===== config.mk =====
export PLATFORM = sky130hd
export DESIGN_NAME = sat_addsub_unit
export DESIGN_NICKNAME = d
export VERILOG_FILES = /design/src/rtl/satu_pkg.sv /design/src/rtl/sat_lane.sv /design/src/rtl/sat_lane_array.sv /design/src/rtl/sticky_flag.sv /design/src/rtl/sat_addsub_unit.sv
export SDC_FILE = /design/constraint.sdc
export NUM_CORES = 1
export LEC_CHECK = 0
export ABC_AREA = 1
export BUFFER_PORTS_ARGS = -buffer_cell sky130_fd_sc_hd__buf_2
export CAP_MARGIN = 0
export CORE_UTILIZATION = 50
export DETAILED_ROUTE_END_ITERATION = 16
export PLACE_DENSITY = 0.8
export SYNTH_ARGS = -nofsm -noshare
export SYNTH_HDL_FRONTEND = slang
export SYNTH_HIERARCHICAL = 1
export SYNTH_SLANG_ARGS = --single-unit

===== constraint.sdc =====
create_clock -name clk -period 3 [get_ports clk]
set_input_delay 0.6 -clock clk [delete_from_list [all_inputs] [get_ports clk]]
set_output_delay 0.6 -clock clk [all_outputs]
set_load 0.01 [all_outputs]

===== src/rtl/satu_pkg.sv =====
package satu_pkg;

    typedef enum logic [1:0] {
        LM_WORD     = 2'd0,
        LM_HALF     = 2'd1,
        LM_BYTE     = 2'd2,
        LM_WORD_ALT = 2'd3
    } lane_mode_e;

    typedef struct packed {
        logic sub;
        logic sgn;
    } op_ctl_t;

    // Number of lanes of width lw in a word of width dw.
    function automatic int lane_count(input int dw, input int lw);
        return dw / lw;
    endfunction

    // Lane width for a given mode, in bits.
    function automatic int mode_width(input lane_mode_e m, input int dw);
        case (m)
            LM_HALF: return 16;
            LM_BYTE: return 8;
            default: return dw;
        endcase
    endfunction

endpackage


===== src/rtl/sat_lane.sv =====
module sat_lane
    import satu_pkg::*;
#(
    parameter int W = 8
) (
    input  logic [W-1:0] a,
    input  logic [W-1:0] b,
    input  op_ctl_t      ctl,
    output logic [W-1:0] res,
    output logic         sat
);
    localparam logic [W-1:0] SMAX = {1'b0, {(W-1){1'b1}}};
    localparam logic [W-1:0] SMIN = {1'b1, {(W-1){1'b0}}};

    logic [W-1:0] b_eff;
    logic [W:0]   sum_ext;
    logic [W-1:0] wrapped;
    logic         carry;
    logic         s_ovf;
    logic         u_ovf;

    always_comb begin
        b_eff   = ctl.sub ? ~b : b;
        sum_ext = {1'b0, a} + {1'b0, b_eff} + {{W{1'b0}}, ctl.sub};
        wrapped = sum_ext[W-1:0];
        carry   = sum_ext[W];
        // Signed: operands of equal sign whose sum flips sign.
        s_ovf   = (a[W-1] == b_eff[W-1]) && (wrapped[W-1] != a[W-1]);
        // Unsigned: carry out on add, missing carry (borrow) on subtract.
        u_ovf   = ctl.sub ? ~carry : carry;
        sat     = ctl.sgn ? s_ovf : u_ovf;
        if (!sat)
            res = wrapped;
        else if (ctl.sgn)
            res = a[W-1] ? SMIN : SMAX;
        else
            res = ctl.sub ? '0 : '1;
    end

endmodule


===== src/rtl/sat_lane_array.sv =====
module sat_lane_array
    import satu_pkg::*;
#(
    parameter int DATA_W = 32,
    parameter int LANE_W = 8
) (
    input  logic [DATA_W-1:0] a,
    input  logic [DATA_W-1:0] b,
    input  op_ctl_t           ctl,
    output logic [DATA_W-1:0] res,
    output logic              sat_any
);
    localparam int NL = lane_count(DATA_W, LANE_W);

    logic [NL-1:0] sat_vec;

    for (genvar i = 0; i < NL; i++) begin : g_lane
        sat_lane #(.W(LANE_W)) u_lane (
            .a   (a[i*LANE_W +: LANE_W]),
            .b   (b[i*LANE_W +: LANE_W]),
            .ctl (ctl),
            .res (res[i*LANE_W +: LANE_W]),
            .sat (sat_vec[i])
        );
    end

    assign sat_any = |sat_vec;

endmodule


===== src/rtl/sticky_flag.sv =====
module sticky_flag (
    input  logic clk,
    input  logic rst,
    input  logic clr,
    input  logic set_ev,
    output logic flag
);
    logic run_seen;

    always_ff @(posedge clk) begin
        if (rst) begin
            flag     <= 1'b0;
            run_seen <= 1'b0;
        end else begin
            run_seen <= 1'b1;
            if (set_ev)
                flag <= 1'b1;
            else if (clr)
                flag <= 1'b0;
        end
    end


    flag_fall_chk: assert property (@(posedge clk) disable iff (rst)
        (run_seen && $fell(flag)) |-> $past(clr));


    flag_rise_chk: assert property (@(posedge clk) disable iff (rst)
        (run_seen && $rose(flag)) |-> $past(set_ev));


    set_wins_chk: assert property (@(posedge clk) disable iff (rst)
        (run_seen && $past(set_ev)) |-> flag);

endmodule


===== src/rtl/sat_addsub_unit.sv =====
module sat_addsub_unit
    import satu_pkg::*;
#(
    parameter int DATA_W = 32
) (
    input  logic              clk,
    input  logic              rst,
    input  logic              in_valid,
    input  logic [DATA_W-1:0] op_a,
    input  logic [DATA_W-1:0] op_b,
    input  logic              op_sub,
    input  logic              op_signed,
    input  logic [1:0]        lane_mode,
    input  logic              flag_clr,
    output logic              out_valid,
    output logic [DATA_W-1:0] result,
    output logic              sat_flag
);
    localparam int HALF_W = 16;
    localparam int BYTE_W = 8;

    op_ctl_t           ctl;
    lane_mode_e        mode;
    logic [DATA_W-1:0] res_word, res_half, res_byte, res_sel;
    logic              sat_word, sat_half, sat_byte, sat_sel;
    logic              run_seen;

    assign ctl.sub = op_sub;
    assign ctl.sgn = op_signed;
    assign mode    = lane_mode_e'(lane_mode);

    sat_lane_array #(.DATA_W(DATA_W), .LANE_W(DATA_W)) u_word (
        .a(op_a), .b(op_b), .ctl(ctl), .res(res_word), .sat_any(sat_word));

    sat_lane_array #(.DATA_W(DATA_W), .LANE_W(HALF_W)) u_half (
        .a(op_a), .b(op_b), .ctl(ctl), .res(res_half), .sat_any(sat_half));

    sat_lane_array #(.DATA_W(DATA_W), .LANE_W(BYTE_W)) u_byte (
        .a(op_a), .b(op_b), .ctl(ctl), .res(res_byte), .sat_any(sat_byte));

    always_comb begin
        case (mode)
            LM_HALF: begin res_sel = res_half; sat_sel = sat_half; end
            LM_BYTE: begin res_sel = res_byte; sat_sel = sat_byte; end
            default: begin res_sel = res_word; sat_sel = sat_word; end
        endcase
    end

    always_ff @(posedge clk) begin
        if (rst) begin
            out_valid <= 1'b0;
            result    <= '0;
            run_seen  <= 1'b0;
        end else begin
            run_seen  <= 1'b1;
            out_valid <= in_valid;
            if (in_valid)
                result <= res_sel;
        end
    end

    sticky_flag u_flag (
        .clk    (clk),
        .rst    (rst),
        .clr    (flag_clr),
        .set_ev (in_valid && sat_sel),
        .flag   (sat_flag)
    );


    valid_delay_chk: assert property (@(posedge clk) disable iff (rst)
        run_seen |-> (out_valid == $past(in_valid)));


    result_hold_chk: assert property (@(posedge clk) disable iff (rst)
        (run_seen && !$past(in_valid)) |-> $stable(result));

endmodule


==> results.toml <==
[timing]
final-setup-viol-count = 0
skew_ns = 0
drv_slew = 0
whs_ns = 0.470
rsz0062_at_grt = "yes"
hold_viol = 0
timing.final.crit_share_pct = 98.9
post-route-min-period_ns = 2.97
setup_slack_ns = 0.0339
max_slew_margin_pct = 38.5
fmax_ghz = 0.337
worstMarginPinSlew_ns = 0.913

[routing]
vias = 12602
firstDrtPassIters = 5
drc = 0
postRouteAntennaNets = 0
vias_per_cell = 5.33
drt-wirelength-per-cell_um = 14.8
wl_um = 35000
dr.first_iter.drc_count = 1176

[setup_path]
worstReg2RegStart = "result[23]"
crit_fanout = 12
critPathArrivalTime_ns = 3.18
r2r_cells = 2
worstSetupPathType = "in2reg"
cp-end-kind = "flip-flop"
worstPathRequired_ns = 3.21
start_kind = "input port"
r2r_end = "result[23]"
reg2reg_setup_slack_ns = 2.29

[min_path]
worstHoldStart = "u_flag/flag"
hp-class = "reg2reg"
holdPathEnd = "u_flag/flag"
holdPathStages = 2

[yosys]
synth_seq_area_share_pct = 6.51
avgSynthCellArea_um2 = 6.04
synth_area_leaders = "nand2_1 (19%), ha_1 (11%), xor2_1 (10%)"
syn_area_um2 = 10500
ys.flop_type = "dfxtp_1"
synth_nets = 1903
synthTopCellsByCount = "nand2_1 (519), nand3_1 (179), inv_1 (172), xor2_1 (125), nor2_1 (110)"
yosysTopAreaCell = "nand2_1"
synth_edf_count = 0
synth_cells = 1733
ys_warn_count = 6
ys_types = 38
async_flop_share_pct = 0
yosysTopAreaCellShare_pct = 18.6
synth_most_common_cell = "nand2_1"
synth-seq-cells = 34

[floorplanning]
start_util_pct = 51.4
io_pins = 106
dieHeight_um = 147
core-area_um2 = 20400
die_w_um = 147
num_rows = 52
dieArea_um2 = 21500

[global_route]
grtUsageTotal_pct = 30.4
grt_pass1_wl_um = 53700
antenna_found_initial = 0
grt_pass1_vias = 11236
grt_overflow = 0
grt_max_degree = 35

[place]
place_area_um2 = 13100
globalplace.congestion = 0.973
dp_slack_ns = -0.363
portBuffers = 105
hpwl_um = 28100

[clocking]
cts_tree = "yes"
numCtsBuffers = 5
clock_path_buffers = 2
clock_sinks = 34
clkTransAtPathRegs_ns = 0.05
cts_root_buffer = "clkbuf_16"
ctsHoldBuffers = 0
clkLatencyLatePin_ns = 0.28
cts-htree-levels = 2

[cells_and_area]
syn_to_final_growth_pct = 32.5
fin_util_pct = 68.1
antennaDiodeCount = 0
drive_above_1_share_pct = 34.6
finalNetCount = 2263
fin_area_um2 = 13900

[power]
peakVddDrop_v = 0.000311
power_mw = 5.30
power_density_nw_per_um2 = 383
p_leak_nw = 7.88

[run]
maxCapViolCount = 0

[run_status]
outcome = "finished clean"
[what timing repair did]
action,CTS,global route
resized for setup,1,106
pin swaps,0,43
gates cloned,0,7
setup endpoints to repair,1,33
setup buffers,0,16
[how the worst max path moves through the flow]
stage	slack (ns)	endpoint	from
6_report	0.03	result[16]	op_sub
2_1_floorplan	0.01	result[10]	op_sub
3_5_place_dp	-0.36	u_flag/flag	op_sub
4_1_cts	0.006	result[16]	op_sub
5_1_grt	-0.07	result[3]	op_sub
3_3_place_gp	-0.32	u_flag/flag	op_sub
[stage by stage]
stage | setup TNS (ns) | cells
6_report | 0 | 2364
5_1_grt | -1.44 | 2364
3_5_place_dp | -7.34 | 2333
3_3_place_gp | -5.63 | 2333
2_1_floorplan | 0 | 1733
4_1_cts | 0 | 2341
[logic make-up after synthesis]
kind of cell | count (synthesis) | share of synthesized area (%)
adder cells (fa/ha/maj) | 98 | 12.2
AND/OR/NAND/NOR | 986 | 43.8
buffers and inverters | 235 | 11.0
flip-flops | 34 | 6.51
AO/OA/AOI/OAI | 239 | 14.7
XOR/XNOR | 141 | 11.8
[worst max-delay path, cell delays in order]
cell       delay [ns]
buf_12           0.14
buf_12           0.16
buf_8            0.14
xor2_2           0.17
ha_1             0.34
buf_4            0.16
nand2_4          0.06
nor2_1           0.06
nor2_2           0.14
nand2_4          0.08
nand2_4          0.07
nand2_2          0.06
nand2_2          0.06
nand2_2          0.08
nand2_4          0.15
clkbuf_16        0.16
nand3_1          0.09
nand2_2          0.10
nand2_2          0.05
nand2_1          0.09
nand2_2          0.07
a21oi_2          0.12
[cell usage in the layout (no fill, tap or decap), types with 4 or more instances in the layout]
| master | netlist | routed |
|---|---|---|
| nor2_1 | 110 | 99 |
| nand3b_1 | 4 | 4 |
| nor3_1 | 5 | 4 |
| xnor2_1 | 16 | 14 |
| inv_2 | 11 | 12 |
| o21ai_1 | 10 | 13 |
| nand3_2 | 0 | 6 |
| a21oi_1 | 69 | 51 |
| fa_1 | 7 | 6 |
| nor2_2 | 8 | 15 |
| buf_6 | 18 | 10 |
| dfxtp_1 | 34 | 34 |
| buf_2 | 14 | 104 |
| clkbuf_16 | 0 | 10 |
| nand2_1 | 519 | 493 |
| a21boi_0 | 4 | 4 |
| buf_4 | 11 | 273 |
| o21bai_1 | 7 | 7 |
| xor2_1 | 125 | 120 |
| nand4_1 | 5 | 5 |
| nor2_4 | 1 | 5 |
| a21o_1 | 20 | 20 |
| a21oi_2 | 65 | 82 |
| nand2_2 | 107 | 130 |
| buf_12 | 3 | 9 |
| o21ai_0 | 58 | 55 |
| ha_1 | 91 | 89 |
| nand3_1 | 179 | 173 |
| xor2_2 | 0 | 5 |
| inv_1 | 172 | 171 |
| nand2_8 | 0 | 4 |
| nand2_4 | 40 | 41 |
[final cells by class]
class	instances	area [um2]
clock buffer	7	143
clock inverter	1	5.00
fill	1711	6500
inverter	184	693
multi-input combinational	1466	9000
sequential	34	681
tap	270	338
timing repair buffer	402	3000
[report_power, final]
part	internal [mW]	switching, mW
Clock	0.329	0.190
Combinational	1.82	2.44
Sequential	0.499	0.0296
Total	2.65	2.65
[flip-flops by register name, indices dropped and copies added (netlist names)]
| register | cells |
|---|---|
| out_valid | 1 |
| result | 32 |
| u_flag/flag | 1 |
[layer usage]
| metal | vias to the layer above | track usage (%) | routed length, um |
|---|---|---|---|
| met3 | 52 | 3.78 | 3040 |
| met4 | 0 | 6.46 | 600 |
| li1 | 6263 | - | - |
| met2 | 501 | 48.6 | 15600 |
| met1 | 5786 | 43.4 | 15700 |
| met5 | - | 0 | 0 |
No activity file was read; power rests on OpenSTA's default activity.
